## src/rtl/shf_pkg.sv

```systemverilog
package shf_pkg;

    localparam int DATA_W  = 16;
    localparam int CODE_W  = 8;

    typedef enum logic [2:0] {
        SHF_NOP    = 3'd0,
        SHF_LSH    = 3'd1,
        SHF_ASH    = 3'd2,
        SHF_NORM   = 3'd3,
        SHF_DENORM = 3'd4,
        SHF_EXP    = 3'd5,
        SHF_BEXP   = 3'd6,
        SHF_BCLR   = 3'd7
    } shf_op_e;

    // Control word steering placement, direction and fill of one shift
    typedef struct packed {
        logic do_shift;   // opcode writes the result register
        logic sext;       // sign-extend a low-half placement
        logic negate;     // use the negated code as the shift amount
        logic fill_sign;  // right shift fills with bit 31 of placed value
    } shf_ctl_t;

    function automatic shf_ctl_t shf_decode(shf_op_e op, logic hi);
        shf_ctl_t c;
        c = '0;
        unique case (op)
            SHF_LSH: c.do_shift = 1'b1;
            SHF_ASH: begin
                c.do_shift  = 1'b1;
                c.sext      = ~hi;
                c.fill_sign = 1'b1;
            end
            SHF_NORM: begin
                c.do_shift  = 1'b1;
                c.negate    = 1'b1;
                c.fill_sign = hi;
            end
            SHF_DENORM: begin
                c.do_shift  = 1'b1;
                c.fill_sign = hi;
            end
            default: c = '0;
        endcase
        return c;
    endfunction

    function automatic logic is_exp_op(shf_op_e op);
        return (op == SHF_EXP) || (op == SHF_BEXP);
    endfunction

endpackage

```

## src/rtl/shf_place.sv

```systemverilog
module shf_place #(
    parameter int DW = 16,
    localparam int RW = 2 * DW
) (
    input  logic [DW-1:0] din,
    input  logic          hi,
    input  logic          sext,
    output logic [RW-1:0] dout
);
    always_comb begin
        if (hi)
            dout = {din, {DW{1'b0}}};
        else if (sext)
            dout = {{DW{din[DW-1]}}, din};
        else
            dout = {{DW{1'b0}}, din};
    end
endmodule

```

## src/rtl/shf_barrel.sv

```systemverilog
module shf_barrel #(
    parameter int RW = 32,
    parameter int AW = 9,
    localparam int LG = $clog2(RW)
) (
    input  logic [RW-1:0]        din,
    input  logic signed [AW-1:0] amt,
    input  logic                 fill,
    output logic [RW-1:0]        dout
);
    logic          go_left;
    logic [AW-1:0] mag;
    logic          too_far;
    logic [RW-1:0] lstage [LG+1];
    logic [RW-1:0] rstage [LG+1];

    assign go_left = ~amt[AW-1];
    assign mag     = go_left ? amt : -amt;
    assign too_far = (mag >= AW'(RW));

    assign lstage[0] = din;
    assign rstage[0] = din;

    for (genvar k = 0; k < LG; k++) begin : g_stage
        localparam int S = 1 << k;
        assign lstage[k+1] = mag[k] ? {lstage[k][RW-1-S:0], {S{1'b0}}} : lstage[k];
        assign rstage[k+1] = mag[k] ? {{S{fill}}, rstage[k][RW-1:S]} : rstage[k];
    end

    always_comb begin
        if (too_far)
            dout = go_left ? '0 : {RW{fill}};
        else
            dout = go_left ? lstage[LG] : rstage[LG];
    end
endmodule

```

## src/rtl/shf_expdet.sv

```systemverilog
module shf_expdet #(
    parameter int DW = 16,
    localparam int EW = $clog2(DW) + 1
) (
    input  logic [DW-1:0]        din,
    output logic signed [EW-1:0] expo
);
    logic [EW-1:0] run_len;
    logic          running;

    always_comb begin
        run_len = '0;
        running = 1'b1;
        for (int i = DW - 2; i >= 0; i--) begin
            if (running && (din[i] == din[DW-1]))
                run_len = run_len + 1'b1;
            else
                running = 1'b0;
        end
        expo = -$signed(run_len);
    end
endmodule

```

## src/rtl/shf_unit.sv

```systemverilog
module shf_unit
    import shf_pkg::*;
#(
    parameter int DW = DATA_W,
    parameter int SW = CODE_W,
    localparam int RW = 2 * DW,
    localparam int EW = $clog2(DW) + 1,
    localparam int AW = SW + 1
) (
    input  logic                 clk,
    input  logic                 rst,
    input  logic [2:0]           op,
    input  logic [DW-1:0]        operand,
    input  logic signed [SW-1:0] shift_code,
    input  logic                 place_hi,
    input  logic                 merge,
    output logic [RW-1:0]        result,
    output logic signed [EW-1:0] exp_out,
    output logic signed [EW-1:0] blk_exp
);
    localparam logic signed [EW-1:0] BLK_START = EW'(-(DW - 1));

    shf_op_e               op_e;
    shf_ctl_t              ctl;
    logic [RW-1:0]         placed;
    logic [RW-1:0]         shifted;
    logic signed [AW-1:0]  amt_code;
    logic signed [AW-1:0]  amt;
    logic                  fill;
    logic signed [EW-1:0]  new_exp;

    assign op_e     = shf_op_e'(op);
    assign ctl      = shf_decode(op_e, place_hi);
    assign amt_code = AW'(shift_code);
    assign amt      = ctl.negate ? -amt_code : amt_code;

    shf_place #(.DW(DW)) u_place (
        .din  (operand),
        .hi   (place_hi),
        .sext (ctl.sext),
        .dout (placed)
    );

    assign fill = ctl.fill_sign & placed[RW-1];

    shf_barrel #(.RW(RW), .AW(AW)) u_barrel (
        .din  (placed),
        .amt  (amt),
        .fill (fill),
        .dout (shifted)
    );

    shf_expdet #(.DW(DW)) u_expdet (
        .din  (operand),
        .expo (new_exp)
    );

    always_ff @(posedge clk) begin
        if (rst) begin
            result  <= '0;
            exp_out <= '0;
            blk_exp <= BLK_START;
        end else begin
            if (ctl.do_shift)
                result <= merge ? (result | shifted) : shifted;
            if (is_exp_op(op_e))
                exp_out <= new_exp;
            if (op_e == SHF_BEXP && new_exp > blk_exp)
                blk_exp <= new_exp;
            else if (op_e == SHF_BCLR)
                blk_exp <= BLK_START;
        end
    end
endmodule

```

## config.mk

```make
export PLATFORM = sky130hd
export DESIGN_NAME = shf_unit
export DESIGN_NICKNAME = d
export VERILOG_FILES = /design/src/rtl/shf_pkg.sv /design/src/rtl/shf_place.sv /design/src/rtl/shf_barrel.sv /design/src/rtl/shf_expdet.sv /design/src/rtl/shf_unit.sv
export SDC_FILE = /design/constraint.sdc
export NUM_CORES = 1
export LEC_CHECK = 0
export BUFFER_PORTS_ARGS = -buffer_cell sky130_fd_sc_hd__clkbuf_2
export CORE_MARGIN = 3
export CORE_UTILIZATION = 62
export DETAILED_ROUTE_END_ITERATION = 16
export PLACE_DENSITY = 0.87
export SETUP_SLACK_MARGIN = 0.02
export SYNTH_ARGS = -nofsm -noshare
export SYNTH_HDL_FRONTEND = slang
export SYNTH_SLANG_ARGS = --single-unit
```

## constraint.sdc

```tcl
create_clock -name clk -period 11.2 [get_ports clk]
set_clock_uncertainty 0.05 [all_clocks]
set_input_delay 0.56 -clock clk [delete_from_list [all_inputs] [get_ports clk]]
set_output_delay 0.56 -clock clk [all_outputs]
set_load 0.05 [all_outputs]
```

==> out/metrics.yaml, run 1 <==
timing:
  fmax_ghz: 0.110
  finalHoldViolations: 0
  fin_setup_tns_ps: 0
  rsz0062_at_grt: "false"
  tightest_slew_ps: 1210
  setup_viol: 0
  finalCritPeriodShare_pct: 81.1
  finalCriticalPeriod_ps: 9080
  drv_slew: 0
  slew_headroom_pct: 19.3
power:
  p_seq_share_pct: 21.8
  leakage_nw: 3.01
  ir_drop_uv: 105
  p_per_area_nw_per_um2: 101
  internal-power_w: 0.000396
  p_sw_w: 0.000386
  swShare_pct: 49.4
  pwr-share-comb_pct: 59.3
  p_clk_share_pct: 18.9
floorplanning:
  fp.dieH_um: 114
  fp.dieArea_um2: 13100
  core_area_um2: 11100
  design.portCount: 73
  die_w_um: 114
  start_util_pct: 65.3
  fp-row-count: 38
grt:
  grt_pass1_vias: 7955
  grt_usage_pct: 37.8
  grt-ovfl-total: 0
  grt_pass1_wl_mm: 40.6
  antenna_found_initial: 0
  grt_max_degree: 61
hold_path:
  worstHoldPathType: "reg2reg"
detailed_routing:
  drc: 0
  totalWireLength_mm: 25.1
  drt_iter0_markers: 1250
  vias: 8640
  drtAntennaViolNets: 0
  vias_per_cell: 7.27
  dr.pass1.iters: 6
  wl_per_cell_um: 21.1
logic_synthesis:
  yosysMostFrequentCell: "nand2_1"
  syn_avg_cell_area_um2: 6.96
  synth.cell_area_um2: 7270
  ys_ff_latch: 42
  synthArstFlopShare_pct: 0
  synth.net_count: 1095
  post-synth-top-area-cell: "dfxtp_1"
  synth-main-ff-cell: "dfxtp_1"
  ys.warnings.count: 0
  synth_top_area_share_pct: 11.6
  synthCells: 1044
  yosys-top-cells-count: "134 x nand2_1, 97 x a21oi_1, 88 x o21ai_0"
  synth_edf_count: 0
  synthTopCellsByArea: "dfxtp_1 12%, nand2_1 6.9%, a21oi_1 6.7%, o21ai_0 6.1%, mux4_2 4.6%"
  seq_area_frac_synth_pct: 11.6
  ys_types: 95
clocking:
  cts_hold_buf: 0
  clk_pin_slew_ps: 60
  clockRootBuffer: "clkbuf_16"
  numCtsBuffers: 5
  clock-sinks: 42
  postCtsSetupBuffers: 0
  cts_resized: 0
  clockBufferDepth: 2
  clkLatencyLatePin_ps: 290
  cts_tree: "done"
  cts.htree.levels: 2
setup_path:
  worstSetupPathType: "in2reg"
  crit_path_end_kind: "flip-flop"
  crit_top_cell: "ha_1"
  path_delay_family: "simple AND/OR/NAND/NOR gates"
  path_max_fanout: 38
  slowest_delay_ps: 710
  crit_path_top_delay_cell: "nor3_1"
  cp.required_ps: 11310
  critPathBufInv: 2
  cp_data_arrival_time_ps: 9190
  crit_path_start_kind: "input port"
placed_design:
  dpl-instance-area_um2: 7570
  gp_congestion: 1.00
  port_buffers: 72
  post-dp-hpwl_mm: 18.6
finish:
  fill_cells: 1024
  design_area_um2: 7720
  areaGrowthSynthToFinish_pct: 6.27
  drive_above_1_share_pct: 15.2
  layout.nets: 1099
  antenna_cells: 0
outcome:
  status: "finished, final reports clean"
job:
  drv_cap: 0
[kinds of logic (layout without fill, tap and decap cells)]
family	after synthesis	count (layout)	share of synthesized area (%)
muxes	67	67	12.3
DFF	42	42	11.6
xor gates and xnor gates	40	40	5.92
adders and majority gates	22	22	3.72
buffers and inverters	113	118	6.40
AOI/OAI and AO/OA	378	378	34.6
and+or+nand+nor	382	382	25.5
[power by group through the flow]
stage          registers, W  clock network (W)  logic (W)
4_1_cts            0.000170           0.000148   0.000449
3_3_place_gp       0.000173                  0   0.000443
3_5_place_dp       0.000173                  0   0.000447
2_1_floorplan      0.000216                  0   0.000296
5_1_grt            0.000171           0.000155   0.000497
6_report           0.000170           0.000148   0.000464
[registers in the layout, summed over array words and instances, names as in the netlist]
register,flops
result,32
exp_out,5
blk_exp,5
[through the flow]
step / worst slack, ps / cells / util (%) / hold WS, ps / total power [W]
after global routing: 1310 / 1189 / 69.4 / 441 / 0.000823
final: 2120 / 1189 / 69.4 / 404 / 0.000782
after detailed placement: 1990 / 1181 / 68.1 / 394 / 0.000620
after CTS: 2300 / 1189 / 69.4 / 409 / 0.000766
after global placement: 2350 / 1181 / 68.1 / 385 / 0.000616
after floorplan: 3010 / 1044 / - / 624 / 0.000511
[worst min-delay path, cell delays in order, from the launching register on]
cell	delay [ps]
dfxtp_1	320
nand2_1	40
o21ai_0	50
[routing by layer]
metal	vias to the layer above	routed length [um]	global-route usage, %
li1	3957	-	-
met1	3988	9680	49.5
met2	582	11600	61.8
met3	113	2540	5.18
met4	0	1300	17.3
met5	-	0	0
[placed cells by master (no fill, tap or decap), drive strengths merged, types with 20 or more instances in the layout]
master / netlist / layout
a21oi: 97 / 97
clkbuf: 62 / 77
dfxtp: 42 / 42
ha: 20 / 20
inv: 25 / 26
mux2i: 34 / 34
nand2: 135 / 135
nand3: 24 / 24
nor2: 88 / 88
nor3: 26 / 26
o21ai: 90 / 90
xnor2: 24 / 24
[worst paths after layout]
kind | slack, ps | cells after the start | end | startpoint
worst max-delay path | 2120 | 40 | blk_exp[0]$_SDFFE_PP1P_ | operand[15]
worst min register to register | 400 | 2 | result[12]$_SDFFE_PP0P_ | result[12]$_SDFFE_PP0P_
worst min-delay path | 400 | 2 | result[12]$_SDFFE_PP0P_ | result[12]$_SDFFE_PP0P_
worst max register to register | 8820 | 10 | blk_exp[0]$_SDFFE_PP1P_ | blk_exp[1]$_SDFFE_PP0P_
[layout make-up]
class | instances | area (um2) | area share [%]
Clock buffer | 5 | 125 | 1.62
Clock inverter | 3 | 23.8 | 0.308
Inverter | 26 | 97.6 | 1.26
Multi-Input combinational cell | 889 | 6010 | 77.8
Sequential cell | 42 | 841 | 10.9
Tap cell | 140 | 175 | 2.27
Timing Repair Buffer | 84 | 450 | 5.83
Power figures use the tool's default switching activity.
==> run 2, diff against run 1 <==
Settings changed: CORE_UTILIZATION 62 to 56, PLACE_DENSITY 0.87 to 0.83.
Clock period 11.2 ns to 7.6 ns, I/O delays scaled along.
==> run 2 against run 1 <==
  * Non-clock buffer count is 23 higher
  * Hold slack gained 4.6 ps
  * Register-to-register slack worse by 3400 ps
  * Cell area increased by 5.3%
  * Clock-buffer cell count is the same
  * Largest power group unchanged
  * Highest routed layer unchanged
==> out/metrics.yaml, run 2 (same netlist as run 1, synthesis figures left out) <==
outcome:
  status: "finished, final reports clean"
finish:
  reg_top3: "result (32), blk_exp (5), exp_out (5)"
  largest_reg_flops: 32
  layout.nets: 1122
  drive_above_1_share_pct: 19.7
  areaGrowthSynthToFinish_pct: 11.9
  regMostFlops: "result"
  mostFrequentLayoutCells: "132 x nand2_1, 94 x a21oi_1, 85 x o21ai_0"
  final_common_cell: "nand2_1"
  antenna_cells: 0
detailed_routing:
  drt_iter0_markers: 1062
  drc: 0
  totalWireLength_mm: 26.2
  vias: 8772
  drtAntennaViolNets: 0
  dr.pass1.iters: 8
  vias_per_cell: 7.07
  wl_per_cell_um: 21.2
floorplanning:
  die_w_um: 120
  fp.dieH_um: 120
  core_area_um2: 12400
  design.portCount: 73
  fp.dieArea_um2: 14400
  start_util_pct: 58.8
  fp-row-count: 40
setup_path:
  path_max_fanout: 14
  rr_startpoint: "blk_exp[1]$_SDFFE_PP0P_"
  crit_path_top_delay_cell: "o41a_1"
  timing.rr.end: "blk_exp[2]$_SDFFE_PP0P_"
  crit_cells: 40
  crit_top_cell: "ha_4"
  r2r_slack_ps: 5420
  critPathBufInv: 2
  worstSetupPathType: "in2reg"
  cp_data_arrival_time_ps: 7350
  path_delay_family: "compound AO/OA/AOI/OAI gates"
  slowest_delay_ps: 320
  crit_path_start_kind: "input port"
  crit_path_end_kind: "flip-flop"
  cp.required_ps: 7710
  ff2ff_path_depth: 12
grt:
  antenna_found_initial: 0
  grt-ovfl-total: 0
  grt_pass1_vias: 7964
  grt_usage_pct: 35.2
  grt_pass1_wl_mm: 41.5
  grt_max_degree: 61
job:
  drv_cap: 0
timing:
  timing.final.ws_setup_ps: 361
  tightest_slew_ps: 1370
  finalCriticalPeriod_ps: 7240
  fmax_ghz: 0.138
  whs_ps: 408
  finalHoldViolations: 0
  setup_viol: 0
  drv_slew: 0
  slew_headroom_pct: 8.67
  fin_setup_tns_ps: 0
  finalCritPeriodShare_pct: 95.3
clocking:
  cts_hold_buf: 0
  numCtsBuffers: 5
  clkLatencyLatePin_ps: 290
  cts.htree.levels: 2
  clock-sinks: 42
  clk_pin_slew_ps: 60
  clockBufferDepth: 2
  clockRootBuffer: "clkbuf_16"
  cts_tree: "done"
power:
  leakage_nw: 3.17
  p_per_area_nw_per_um2: 146
  ir_drop_uv: 98.1
  p_total_w: 0.00119
placed_design:
  port_buffers: 72
  gp_congestion: 1.05
  place_ws_ps: -101
  post-dp-hpwl_mm: 19.5
hold_path:
  worstHoldStart: "result[8]$_SDFFE_PP0P_"
  worstHoldPathType: "reg2reg"
  hold_end: "result[8]$_SDFFE_PP0P_"
  whs_path_depth: 2
run 2: changes by cell type in the layout (fill, tap and decap cells not counted), sizes merged:
cell      delta
clkbuf       -2
clkinvlp     -1
clkinv       +1
buf         +25
run 2: power by group:
part | leakage, nW | switching, W | total (W) | internal (W)
clock network | 0.0704 | 0.0000978 | 0.000221 | 0.000124
logic | 2.76 | 0.000478 | 0.000718 | 0.000239
registers | 0.343 | 0.0000115 | 0.000250 | 0.000239
total | 3.17 | 0.000588 | 0.00119 | 0.000602
run 2: area by class of cell:
cell class | instances | area, um2
clock inverters | 3 | 25.0
flip-flops and latches | 42 | 841
multi-input cells | 889 | 6210
clock buffers | 5 | 125
well taps | 168 | 210
repair buffers | 107 | 628
fillers | 1120 | 4230
inverters | 26 | 97.6
run 2: worst max-delay path by stage:
| stage | startpoint | end | slack (ps) |
|---|---|---|---|
| finish | operand[11] | blk_exp[0]$_SDFFE_PP1P_ | 360 |
| global route | operand[11] | blk_exp[2]$_SDFFE_PP0P_ | -40 |
| CTS | operand[15] | blk_exp[0]$_SDFFE_PP1P_ | 210 |
| detailed placement | operand[15] | blk_exp[0]$_SDFFE_PP1P_ | -100 |
| global placement | operand[15] | blk_exp[2]$_SDFFE_PP0P_ | 170 |
| floorplan | operand[15] | blk_exp[0]$_SDFFE_PP1P_ | 80 |
run 2: metrics by stage:
step | std cells | cell area, um2 | util, %
after floorplan | 1044 | 7320 | -
after global placement | 1227 | 7790 | 63.1
after detailed placement | 1227 | 7790 | 63.1
after CTS | 1235 | 7950 | 64.3
after global routing | 1240 | 8130 | 65.8
final | 1240 | 8130 | 65.8
run 2: worst min-delay path: stages (launching register included):
cell	delay [ps]
dfxtp_1	330
nand2_1	40
o21ai_0	50
run 2: per-layer routing:
| metal | vias up | part of all wire [%] | global-route usage (%) |
|---|---|---|---|
| met5 | - | 0 | 0 |
| met2 | 532 | 47 | 57.4 |
| li1 | 4013 | - | - |
| met1 | 4095 | 38 | 44.9 |
| met3 | 132 | 8.9 | 5.47 |
| met4 | 0 | 5.9 | 18.3 |
run 2: timing repair:
| action | CTS | global route |
|---|---|---|
| setup buffers | 0 | 5 |
| setup endpoints to repair | 0 | 5 |
| gates resized for setup | 0 | 37 |
